[config.mk]
export PLATFORM = sky130hd
export DESIGN_NAME = frac_baud_gen
export DESIGN_NICKNAME = d
export VERILOG_FILES = /design/src/rtl/fbr_pkg.sv /design/src/rtl/fbr_regs.sv /design/src/rtl/fbr_clk_front.sv /design/src/rtl/fbr_reload_ctr.sv /design/src/rtl/frac_baud_gen.sv
export SDC_FILE = /design/constraint.sdc
export NUM_CORES = 1
export LEC_CHECK = 0
export BUFFER_PORTS_ARGS = -buffer_cell sky130_fd_sc_hd__clkbuf_2
export CAP_MARGIN = 20
export CORE_UTILIZATION = 25
export CTS_CLUSTER_DIAMETER = 60
export DETAILED_ROUTE_END_ITERATION = 7
export SETUP_SLACK_MARGIN = 0.3
export SLEW_MARGIN = 10
export SYNTH_ARGS = -nofsm -noshare
export SYNTH_HDL_FRONTEND = slang
export SYNTH_HIERARCHICAL = 1
export SYNTH_SLANG_ARGS = --single-unit
export TNS_END_PERCENT = 100
[constraint.sdc]
create_clock -name clk -period 3.5 [get_ports clk]
set_input_delay 0.175 -clock clk [delete_from_list [all_inputs] [get_ports clk]]
set_output_delay 0.175 -clock clk [all_outputs]
set_load 0.03 [all_outputs]
[src/rtl/fbr_pkg.sv]
package fbr_pkg;

    localparam int FINE_W  = 4;
    localparam int DIV_W   = 2;
    localparam int SRC_W   = 2;
    localparam int REG_W   = 8;
    localparam int DCNT_W  = (1 << DIV_W) - 1;

    localparam int CTL_EN_BIT  = 7;
    localparam int CTL_SRC_LSB = 4;
    localparam int CTL_DIV_LSB = 0;

    typedef enum logic [SRC_W-1:0] {
        SRC_FAST = 2'd0,
        SRC_SLOW = 2'd1,
        SRC_NONE = 2'd2,
        SRC_EXT  = 2'd3
    } src_sel_e;

    typedef struct packed {
        logic                 en;
        src_sel_e             src;
        logic [DIV_W-1:0]     div;
    } clk_ctl_t;

    typedef logic [FINE_W-1:0] fine_t;

    function automatic fine_t bit_rev(input fine_t v);
        fine_t r;
        for (int i = 0; i < FINE_W; i++) begin
            r[i] = v[FINE_W-1-i];
        end
        return r;
    endfunction

    // slot holds (position - 1); (16 - position) mod 16 equals ~slot
    function automatic logic pos_delayed(input fine_t slot, input fine_t setting);
        return bit_rev(~slot) < setting;
    endfunction

endpackage

[src/rtl/fbr_regs.sv]
module fbr_regs
    import fbr_pkg::*;
(
    input  logic              clk,
    input  logic              rst,
    input  logic              wr_en,
    input  logic              reg_sel,
    input  logic [REG_W-1:0]  wr_data,
    output logic [REG_W-1:0]  rd_data,
    output clk_ctl_t          ctl,
    output fine_t             fine
);

    always_ff @(posedge clk) begin
        if (rst) begin
            ctl  <= '{en: 1'b0, src: SRC_FAST, div: '0};
            fine <= '0;
        end else if (wr_en) begin
            if (!reg_sel) begin
                ctl.en  <= wr_data[CTL_EN_BIT];
                ctl.src <= src_sel_e'(wr_data[CTL_SRC_LSB +: SRC_W]);
                ctl.div <= wr_data[CTL_DIV_LSB +: DIV_W];
            end else begin
                fine <= wr_data[FINE_W-1:0];
            end
        end
    end

    always_comb begin
        rd_data = '0;
        if (!reg_sel) begin
            rd_data[CTL_EN_BIT]                = ctl.en;
            rd_data[CTL_SRC_LSB +: SRC_W]      = ctl.src;
            rd_data[CTL_DIV_LSB +: DIV_W]      = ctl.div;
        end else begin
            rd_data[FINE_W-1:0] = fine;
        end
    end

endmodule

[src/rtl/fbr_clk_front.sv]
module fbr_clk_front
    import fbr_pkg::*;
(
    input  logic     clk,
    input  logic     rst,
    input  clk_ctl_t ctl,
    input  logic     fast_tick,
    input  logic     slow_tick,
    input  logic     ext_tick,
    output logic     cnt_tick
);

    logic              src_tick;
    logic [DCNT_W-1:0] div_cnt;
    logic [DCNT_W-1:0] ratio_m1;
    logic              div_hit;

    always_comb begin
        unique case (ctl.src)
            SRC_FAST: src_tick = fast_tick;
            SRC_SLOW: src_tick = slow_tick;
            SRC_EXT:  src_tick = ext_tick;
            default:  src_tick = 1'b0;
        endcase
    end

    // ratio minus one is a mask of div ones; only the fast source is divided
    always_comb begin
        ratio_m1 = '0;
        if (ctl.src == SRC_FAST) begin
            for (int i = 0; i < DCNT_W; i++) begin
                if (i < int'(ctl.div)) ratio_m1[i] = 1'b1;
            end
        end
    end

    assign div_hit  = (div_cnt >= ratio_m1);
    assign cnt_tick = ctl.en & src_tick & div_hit;

    always_ff @(posedge clk) begin
        if (rst || !ctl.en) begin
            div_cnt <= '0;
        end else if (src_tick) begin
            div_cnt <= div_hit ? '0 : div_cnt + 1'b1;
        end
    end

endmodule

[src/rtl/fbr_reload_ctr.sv]
module fbr_reload_ctr
    import fbr_pkg::*;
#(
    parameter int RELOAD_W = 8
) (
    input  logic                clk,
    input  logic                rst,
    input  logic                en,
    input  logic                cnt_tick,
    input  logic [RELOAD_W-1:0] reload,
    input  fine_t               fine,
    output logic                uf_o,
    output logic                sclk_o,
    output fine_t               slot_o,
    output logic                stall_o,
    output logic                cnt_zero_o
);

    logic [RELOAD_W-1:0] cnt_q;
    fine_t               slot_q;
    logic                stall_q;
    logic                delay_now;

    assign delay_now  = pos_delayed(slot_q, fine) && !stall_q;
    assign cnt_zero_o = (cnt_q == '0);

    always_ff @(posedge clk) begin
        if (rst) begin
            cnt_q   <= '0;
            slot_q  <= '0;
            stall_q <= 1'b0;
            uf_o    <= 1'b0;
            sclk_o  <= 1'b0;
        end else begin
            uf_o <= 1'b0;
            if (!en) begin
                slot_q  <= '0;
                stall_q <= 1'b0;
            end else if (cnt_tick) begin
                if (!cnt_zero_o) begin
                    cnt_q <= cnt_q - 1'b1;
                end else if (delay_now) begin
                    stall_q <= 1'b1;
                end else begin
                    cnt_q   <= reload;
                    stall_q <= 1'b0;
                    uf_o    <= 1'b1;
                    sclk_o  <= ~sclk_o;
                    slot_q  <= slot_q + 1'b1;
                end
            end
        end
    end

    assign slot_o  = slot_q;
    assign stall_o = stall_q;

endmodule

[src/rtl/frac_baud_gen.sv]
module frac_baud_gen
    import fbr_pkg::*;
#(
    parameter int RELOAD_W = 8
) (
    input  logic                clk,
    input  logic                rst,
    input  logic                wr_en,
    input  logic                reg_sel,
    input  logic [REG_W-1:0]    wr_data,
    output logic [REG_W-1:0]    rd_data,
    input  logic [RELOAD_W-1:0] reload,
    input  logic                fast_tick,
    input  logic                slow_tick,
    input  logic                ext_tick,
    output logic                uf_o,
    output logic                sclk_o
);

    clk_ctl_t ctl;
    fine_t    fine;
    logic     cnt_tick;
    fine_t    slot;
    logic     stall;
    logic     cnt_zero;

    fbr_regs u_regs (
        .clk     (clk),
        .rst     (rst),
        .wr_en   (wr_en),
        .reg_sel (reg_sel),
        .wr_data (wr_data),
        .rd_data (rd_data),
        .ctl     (ctl),
        .fine    (fine)
    );

    fbr_clk_front u_front (
        .clk       (clk),
        .rst       (rst),
        .ctl       (ctl),
        .fast_tick (fast_tick),
        .slow_tick (slow_tick),
        .ext_tick  (ext_tick),
        .cnt_tick  (cnt_tick)
    );

    fbr_reload_ctr #(.RELOAD_W(RELOAD_W)) u_ctr (
        .clk        (clk),
        .rst        (rst),
        .en         (ctl.en),
        .cnt_tick   (cnt_tick),
        .reload     (reload),
        .fine       (fine),
        .uf_o       (uf_o),
        .sclk_o     (sclk_o),
        .slot_o     (slot),
        .stall_o    (stall),
        .cnt_zero_o (cnt_zero)
    );

endmodule

==> metrics.yaml, run 1 <==
vias: 1531
hold_viol_final: 0
antenna_found_initial: 0
rsz0062_at_grt: "false"
wl_per_cell_um: 12.6
grt_start_max_net_pins: 27
fin_crit_ns: 2.54
hold_start: "wr_data[2]"
drt_first_pass_iters: 8
gr-total-overflow: 0
n_antenna_cell: 0
cts_tree: "yes"
clockBufferDepth: 2
fp.dieH_um: 84.8
internal_power_w: 0.000428
placedCellCount: 298
synth_flop_cell: "dfxtp_1"
drt_wl_total_um: 3800
path_class: "flop to flop"
cp-end-kind: "flop"
clockRootBuffer: "clkbuf_8"
synth.largest_area_cell: "dfxtp_1"
worst-path-buf-inv: 0
max_stage_delay_ns: 0.37
mostFrequentLayoutCell: "clkbuf_2"
hold_end: "u_regs/fine[2]"
cts_resized: 0
status: "finished with violations"
r2r_cells: 9
place.gp.congestion: 0.797
cts_made_buffers: 3
postCtsSetupBuffers: 0
drtAntennaViolNets: 0
grt_first_pass_wirelength_um: 6660
grt_pass1_vias: 1475
core_mm2: 0.00649
synth_nets: 231
finalInstanceArea_mm2: 0.00196
clock_skew_ns: 0.00250
p_comb_share_pct: 13.6
yosys_warnings: 6
cp-start-kind: "flop"
switching_power_w: 0.000150
via_per_inst: 5.07
area_growth_pct: 14.5
ctsHoldBuffers: 0
power_per_cell_area_mw_per_mm2: 295
rows: 29
cp.arrival_ns: 2.72
seq_area_frac_synth_pct: 31.5
htreeDepth: 1
cp_top_family: "simple AND/OR/NAND/NOR gates"
ir_drop_v: 0.000136
drc: 3
nets: 259
hold_class: "input pin to flop"
path_clk_slew_ns: 0.09
r2r_slack_ns: 0.96
violations: "DRC"
grtUsageTotal_pct: 11.3
crit_top_cell: "nor2_1"
numClockSinks: 27
tns_ns: 0
r2r_end: "u_ctr/cnt_q[5]"
die_w_um: 84.8
finalSetupViolCount: 0
fin_cells: 302
ys_ff_latch: 27
start_util_pct: 26.4
crit_slowest_cell: "dfxtp_1"
synth_edf_count: 0
seqPwrFrac_pct: 55.2
path_cells: "nor2_1, nand3_1, ha_1, a21o_1, a31oi_2, nor2_1, and2_1, o21ai_1, o41ai_1"
hpwlAfterDp_um: 2930
synth_area_mm2: 0.00171
placed_cell_area_mm2: 0.00192
required_ns: 3.68
post-route-period-util_pct: 72.7
pin_count: 33
clockPowerShare_pct: 31.2
ys_async_sr_fraction_pct: 0
switching_share_pct: 26.0
slew_violations: 0
power.leakage_nw: 0.771
path_max_fanout: 8
synthDistinctLibCells: 59
avgSynthCellArea_um2: 8.66
whs_path_depth: 3
worst_pin_slew_ns: 0.652
final_cell_mix: "clkbuf_2 (30), dfxtp_1 (27), nand2_1 (17), nand3_1 (13), a21oi_1 (13)"
die_area_mm2: 0.00719
fin_hold_ws_ns: 0.126
p_total_w: 0.000578
fmax_mhz: 393
drive_above_1_share_pct: 23.1
r2r_start: "u_regs/ctl[3]"
slew_headroom_pct: 56.4
synthTopCellsByArea: "dfxtp_1 (32%), ha_1 (7.3%), mux2i_1 (4.1%), nand2b_1 (4.0%), a21oi_1 (3.8%)"
yosysTopAreaCellShare_pct: 31.5
clock_latency_ns: 0.27
drt_iter0_drc: 45
portBuffers: 30
synthCells: 198
maxCapViolCount: 0
[final cells by class]
| type | count | area, um^2 |
|---|---|---|
| clock buffers | 4 | 45.0 |
| fillers | 676 | 4530 |
| inverters | 12 | 45.0 |
| multi-input cells | 152 | 1090 |
| flip-flops and latches | 27 | 541 |
| well taps | 77 | 96.3 |
| repair buffers | 30 | 150 |
[sequential cells by signal, indices dropped and copies added, names as in the netlist]
register	count
u_ctr/stall_o	1
u_ctr/cnt_q	8
u_ctr/uf_o	1
u_regs/ctl	5
u_front/div_cnt	3
u_ctr/sclk_o	1
u_ctr/slot_o	4
u_regs/fine	4
[through the flow]
step                setup slack [ns]  util (%)
finish                         0.956      30.2
global route                   0.667      30.2
CTS                            0.947      30.2
detailed placement             0.953      29.5
global placement                1.02      29.5
floorplan                       1.22         -
[kinds of logic (layout without fill, tap and decap cells)]
| family | count (synthesis) | count (layout) | synth area share [%] |
|---|---|---|---|
| compound gates | 51 | 51 | 20.4 |
| fa+ha+maj | 10 | 10 | 7.30 |
| buf+inv | 19 | 46 | 5.11 |
| flops | 27 | 27 | 31.5 |
| mux | 10 | 10 | 6.06 |
| other cells | 1 | 1 | 0.219 |
| simple gates | 80 | 80 | 29.3 |
[power groups by stage]
| stage | logic [W] | registers, W | clock network (W) |
|---|---|---|---|
| after CTS | 0.0000795 | 0.000319 | 0.000190 |
| after detailed placement | 0.0000790 | 0.000326 | 0 |
| after global routing | 0.0000888 | 0.000321 | 0.000200 |
| final | 0.0000788 | 0.000319 | 0.000180 |
| after floorplan | 0.0000567 | 0.000324 | 0 |
| after global placement | 0.0000788 | 0.000326 | 0 |
[worst max path at each step]
stage / from / end / slack (ns) / cells past startpoint
floorplan: u_regs/ctl[3] / u_ctr/cnt_q[4] / 1.22 / 11
global placement: u_regs/ctl[3] / u_ctr/cnt_q[5] / 1.02 / 9
detailed placement: u_regs/ctl[3] / u_ctr/cnt_q[5] / 0.95 / 9
CTS: u_regs/ctl[3] / u_ctr/cnt_q[5] / 0.95 / 9
global route: u_regs/ctl[3] / u_ctr/cnt_q[5] / 0.67 / 9
finish: u_regs/ctl[3] / u_ctr/cnt_q[5] / 0.96 / 9
[worst reg2reg max path: cells and delay by family (launching register included)]
| family | cells | cell delay (ns) |
|---|---|---|
| flip-flops | 1 | 0.37 |
| adder cells (fa/ha/maj) | 1 | 0.32 |
| AO/OA/AOI/OAI | 4 | 0.81 |
| AND/OR/NAND/NOR | 4 | 0.96 |
[layer usage]
| metal | vias to the layer above | wire [um] | part of all wire (%) | global-route usage [%] |
|---|---|---|---|---|
| li1 | 780 | - | - | - |
| met5 | - | 0 | 0 | 0 |
| met3 | 5 | 176 | 4.6 | 2.26 |
| met1 | 707 | 1870 | 49 | 14.9 |
| met4 | 0 | 40 | 1.1 | 3.54 |
| met2 | 39 | 1710 | 45 | 18.6 |
[synthesized netlist by cell type (all sizes together) (4+ instances only)]
cell type  count
clkbuf         4
and2b          4
o21ai         10
nor2           6
a31oi          4
nand3         14
a21oi         13
mux2i          7
ha            10
nand2         18
dfxtp         27
nand2b        11
inv           12
(Power assumes the default switching activity.)
==> run 2: changes to the inputs <==
==> constraint.sdc (replaced) <==
create_clock -name clk -period 2.2 [get_ports clk]
set_input_delay 0.11 -clock clk [delete_from_list [all_inputs] [get_ports clk]]
set_output_delay 0.11 -clock clk [all_outputs]
set_load 0.03 [all_outputs]
==> metrics.yaml, run 2 (synthesized netlist as in run 1, its figures left out) <==
via_per_inst: 5.02  # -1.1%
path_max_fanout: 5  # -3
ir_drop_v: 0.000194  # +42%
reg_top3: "u_ctr/cnt_q (8), u_regs/ctl (5)"
gr-total-overflow: 0  # unchanged
regMostFlops: "u_ctr/cnt_q"
rows: 29  # unchanged
hold_class: "input pin to flop"
grt_first_pass_wirelength_um: 7180  # +7.8%
max_stage_delay_ns: 0.35  # -0.02 ns
cts_made_buffers: 3  # unchanged
drt_first_pass_iters: 6  # -2
path_class: "flop to flop"
post-route-period-util_pct: 91.8  # +19 points
clockPowerShare_pct: 30.4  # -0.8 points
final_cell_mix: "clkbuf_2 (30), dfxtp_1 (25), nand2_1 (15), buf_4 (14), inv_1 (11)"
clockBufferDepth: 2  # unchanged
largest_reg_flops: 8  # unchanged
antenna_found_initial: 0  # unchanged
cts_tree: "yes"
fp.dieH_um: 84.8  # unchanged
wl_per_cell_um: 13.2  # +4.6%
fillers: 659  # -2.5%
clock_latency_ns: 0.28  # about the same
power_per_cell_area_mw_per_mm2: 424  # +44%
seqPwrFrac_pct: 52.9  # -2.3 points
crit_slowest_cell: "dfxtp_2"
path_cells: "nor2_4, nand3_2, ha_4, a21o_1, a31oi_4, nor2_4, and2_4, buf_6, o211ai_1, a21oi_1, o32ai_1"
numClockSinks: 27  # unchanged
power.leakage_nw: 0.901  # +17%
portBuffers: 30  # unchanged
required_ns: 2.35  # -1.33 ns
finalSetupViolCount: 0  # unchanged
grtUsageTotal_pct: 12.1  # +0.84 points
die_area_mm2: 0.00719  # unchanged
core_mm2: 0.00649  # unchanged
grt_start_max_net_pins: 27  # unchanged
drc: 4  # +1
tns_ns: 0  # unchanged
placed_cell_area_mm2: 0.00203  # +5.9%
worst_pin_slew_ns: 0.574  # -0.0772 ns
maxCapViolCount: 0  # unchanged
final.setup.worst_slack_ns: 0.181  # -0.775 ns
multi_input_area_mm2: 0.00123  # +13%
path_clk_slew_ns: 0.10  # about the same
drtAntennaViolNets: 0  # unchanged
rsz0062_at_grt: "true"
switching_power_w: 0.000259  # +73%
htreeDepth: 1  # unchanged
pre_cts_slack_ns: 0.101  # -0.852 ns
grt_pass1_vias: 1567  # +6.2%
ctsHoldBuffers: 0  # unchanged
clock_skew_ns: 0.00926  # +0.00676 ns
cp-end-kind: "flop"
hold_viol_final: 0  # unchanged
start_util_pct: 26.4  # unchanged
slew_violations: 0  # unchanged
cp.arrival_ns: 2.17  # -0.55 ns
seq_area_um2: 546  # +0.93%
slew_headroom_pct: 61.5  # +5.1 points
finalInstanceArea_mm2: 0.00225  # +15%
r2r_slack_ns: 0.18  # -0.77 ns
switching_share_pct: 27.2  # +1.2 points
fmax_mhz: 495  # +26%
drt_wl_total_um: 4200  # +10%
crit_top_cell: "nor2_4"
area_growth_pct: 31.4
drt_iter0_drc: 50  # +11%
vias: 1600  # +4.5%
place.gp.congestion: 0.850  # +6.7%
hpwlAfterDp_um: 3080  # +5.4%
status: "finished with violations"
fin_crit_ns: 2.02  # -0.525 ns
violations: "DRC"
worst-path-buf-inv: 1  # +1
cp-start-kind: "flop"
internal_power_w: 0.000695  # +62%
mostFrequentLayoutCell: "clkbuf_2"
cp_top_family: "simple AND/OR/NAND/NOR gates"
n_antenna_cell: 0  # unchanged
p_comb_share_pct: 16.6  # +3.0 points
pin_count: 33  # unchanged
nets: 276  # +6.6%
die_w_um: 84.8  # unchanged
clockRootBuffer: "clkbuf_8"
drive_above_1_share_pct: 39.7  # +17 points
-- run 2: cell types whose count changed in the layout (fill, tap and decap cells not counted), sizes merged --
cell    change
clkinv      +1
buf        +17
clkbuf      -1
-- run 2: per-stage QoR --
step                util (%)  std cells  total power (W)  hold WS [ns]
floorplan                  -        198         0.000615         0.257
global placement        31.3        306         0.000657         0.349
detailed placement      31.3        306         0.000659         0.357
CTS                     33.0        314         0.000960        0.0502
global route            34.7        319          0.00100        0.0712
finish                  34.7        319         0.000955        0.0501
-- run 2: repair_timing --
action,in CTS,in global routing
setup endpoints to repair,11,14
pin swaps,12,13
buffers inserted,4,5
hold endpoints to repair,0,0
resized for setup,10,18
-- run 2: per-layer routing --
metal | up-vias | wire (um) | track usage (%)
met4 | 0 | 29 | 2.00
met2 | 45 | 1860 | 20.1
li1 | 818 | - | -
met1 | 732 | 2090 | 16.4
met5 | - | 0 | 0
met3 | 5 | 210 | 2.75
-- run 2: power by group through the flow --
stage                     Clock (W)  Combinational (W)  Sequential (W)
after global routing       0.000320           0.000175        0.000507
after floorplan                   0          0.0000982        0.000517
after CTS                  0.000303           0.000151        0.000506
after detailed placement          0           0.000142        0.000518
after global placement            0           0.000140        0.000517
final                      0.000291           0.000159        0.000505
-- run 2: path summary, 6_finish.rpt --
check,from,to,cells past startpoint
hold reg to reg,u_ctr/stall_o,u_ctr/stall_o,2
setup / recovery,u_regs/ctl[3],u_ctr/cnt_q[6],11
setup reg to reg,u_regs/ctl[3],u_ctr/cnt_q[6],11
hold / removal,wr_data[2],u_regs/fine[2],3
-- run 2: worst min-delay path, stage by stage --
cell and delay [ns]:
clkbuf_2 0.08, nand3_1 0.05, a21oi_1 0.05
-- run 2: layout make-up --
type	count	area share, %
inverter	12	2.00
tap	77	4.28
clock inverter	1	0.222
clock buffer	3	1.83
multi-input combinational	152	54.6
timing repair buffer	47	12.8
sequential	27	24.2
==> run 3: changes to the inputs <==
--- a/config.mk
+++ b/config.mk
@@ -10,6 +10,7 @@
 export CORE_UTILIZATION = 25
 export CTS_CLUSTER_DIAMETER = 60
 export DETAILED_ROUTE_END_ITERATION = 7
+export PLACE_DENSITY = 0.45
 export SETUP_SLACK_MARGIN = 0.3
 export SLEW_MARGIN = 10
 export SYNTH_ARGS = -nofsm -noshare
==> metrics.yaml, run 3 (synthesized netlist as in run 1, its figures left out) <==
htreeDepth: 1  # unchanged
wl_per_cell_um: 13.4  # +1.9%
path_cells: "nor2_4, nand3_2, ha_4, a21o_1, a31oi_4, nor2_4, and3_4, buf_4, a31o_2, a21oi_1"
drc: 3  # -1
vias: 1606  # +0.38%
crit_top_cell: "nor2_4"
n_antenna_cell: 0  # unchanged
internal_power_w: 0.000699  # +0.54%
die_w_um: 84.8  # unchanged
pre_cts_slack_ns: 0.170  # +0.0695 ns
tns_ns: 0  # unchanged
fin_hold_ws_ns: 0.0638  # +0.0137 ns
multi_input_area_mm2: 0.00121  # -1.7%
place.gp.congestion: 0.756  # -11%
area_growth_pct: 32.3
clockPowerShare_pct: 30.1  # -0.3 points
fin_crit_ns: 1.98  # -0.0372 ns
grt_pass1_vias: 1538  # -1.9%
hold_class: "input pin to flop"
finalSetupViolCount: 0  # unchanged
numClockSinks: 27  # unchanged
portBuffers: 30  # unchanged
drt_wl_total_um: 4330  # +3.2%
path_clk_slew_ns: 0.10  # about the same
p_total_w: 0.000957  # +0.18%
die_area_mm2: 0.00719  # unchanged
mostFrequentLayoutCell: "clkbuf_2"
core_mm2: 0.00649  # unchanged
final.setup.worst_slack_ns: 0.219  # +0.0372 ns
path_class: "flop to flop"
nets: 280  # +1.4%
post-route-period-util_pct: 90.1  # -1.7 points
rows: 29  # unchanged
grt_first_pass_wirelength_um: 7430  # +3.6%
clock_latency_ns: 0.28  # about the same
cts_made_buffers: 3  # unchanged
rsz0062_at_grt: "true"
final_cell_mix: "clkbuf_2 (30), dfxtp_1 (25), buf_4 (17), nand2_1 (17), a21oi_1 (12)"
p_comb_share_pct: 17.1  # +0.5 points
gr-total-overflow: 0  # unchanged
fmax_mhz: 505  # +1.9%
start_util_pct: 26.4  # unchanged
clockRootBuffer: "clkbuf_8"
grtUsageTotal_pct: 12.9  # +0.78 points
max_stage_delay_ns: 0.36  # about the same
drtAntennaViolNets: 0  # unchanged
clock_skew_ns: 0.00611  # -0.00315 ns
drt_iter0_drc: 66  # +32%
pin_count: 33  # unchanged
slew_headroom_pct: 65.0  # +3.5 points
hpwlAfterDp_um: 3240  # +5.2%
antenna_found_initial: 0  # unchanged
hold_viol_final: 0  # unchanged
seq_area_um2: 548  # +0.46%
cp.arrival_ns: 2.19  # +0.02 ns
utilization_pct: 34.9  # +0.23 points
seqPwrFrac_pct: 52.8  # about the same
maxCapViolCount: 0  # unchanged
fp.dieH_um: 84.8  # unchanged
via_per_inst: 4.97  # -0.87%
fillers: 667  # +1.2%
worst_pin_slew_ns: 0.523  # -0.0517 ns
slew_violations: 0  # unchanged
cp-start-kind: "flop"
reg_top3: "u_ctr/cnt_q (8), u_regs/ctl (5)"
drt_first_pass_iters: 8  # +2
clockBufferDepth: 2  # unchanged
cp-end-kind: "flop"
power.leakage_nw: 0.912  # +1.2%
switching_power_w: 0.000257  # -0.81%
largest_reg_flops: 8  # unchanged
required_ns: 2.41  # +0.06 ns
ir_drop_v: 0.000283  # +46%
violations: "DRC"
path_max_fanout: 5  # unchanged
crit_slowest_cell: "dfxtp_4"
power_per_cell_area_mw_per_mm2: 422  # -0.49%
status: "finished with violations"
regMostFlops: "u_ctr/cnt_q"
switching_share_pct: 26.9  # -0.27 points
ctsHoldBuffers: 0  # unchanged
cts_tree: "yes"
drive_above_1_share_pct: 38.2  # -1.5 points
grt_start_max_net_pins: 17  # -37%
-- run 3: cell types whose count changed in the layout (fill, tap and decap cells not counted), sizes merged --
cell | previous run | this run
buf | 17 | 21
-- run 3: critical path: cells and delay by family (launching register included) --
kind / cells / cell delay [ns]
AOI/OAI and AO/OA: 4 / 0.71
and+or+nand+nor: 4 / 0.43
DFF: 1 / 0.36
adders and majority gates: 1 / 0.26
buffers and inverters: 1 / 0.15
-- run 3: power by group through the flow --
stage	combinational, W	clock [W]	sequential (W)
floorplan	0.0000982	0	0.000517
global placement	0.000148	0	0.000519
detailed placement	0.000148	0	0.000519
CTS	0.000158	0.000310	0.000505
global route	0.000181	0.000330	0.000507
finish	0.000164	0.000288	0.000505
-- run 3: timing repair --
action / 4_1_cts / 5_1_grt
pin swaps: 7 / 9
resized for setup: 8 / 14
setup endpoints to repair: 10 / 15
setup buffers: 3 / 3
-- run 3: layout make-up --
type,instances,share of cell area [%]
clock buffer,3,1.82
clock inverter,1,0.221
inverter,12,1.99
multi-input combinational,152,53.3
sequential,27,24.2
tap,77,4.25
timing repair buffer,51,14.2
-- run 3: per-layer routing --
metal / share of wire, % / vias to the layer above / GRT usage, %
li1: - / 825 / -
met1: 49 / 740 / 17.4
met2: 45 / 37 / 21.1
met3: 4.9 / 4 / 2.16
met4: 1.2 / 0 / 4.16
met5: 0 / - / 0
-- run 3: per-stage QoR --
step | cell area [um^2] | instances
floorplan | 1780 | 198
CTS | 2180 | 320
global route | 2270 | 323
finish | 2270 | 323
detailed placement | 2080 | 313
global placement | 2080 | 313
-- run 3: worst paths after layout --
check,start,endpoint,slack (ns),cells past startpoint
setup / recovery,u_regs/ctl[3],u_ctr/slot_o[2],0.22,10
hold / removal,wr_data[3],u_regs/fine[3],0.06,3
setup reg to reg,u_regs/ctl[3],u_ctr/slot_o[2],0.22,10
hold reg to reg,u_front/div_cnt[0],u_front/div_cnt[0],0.49,2
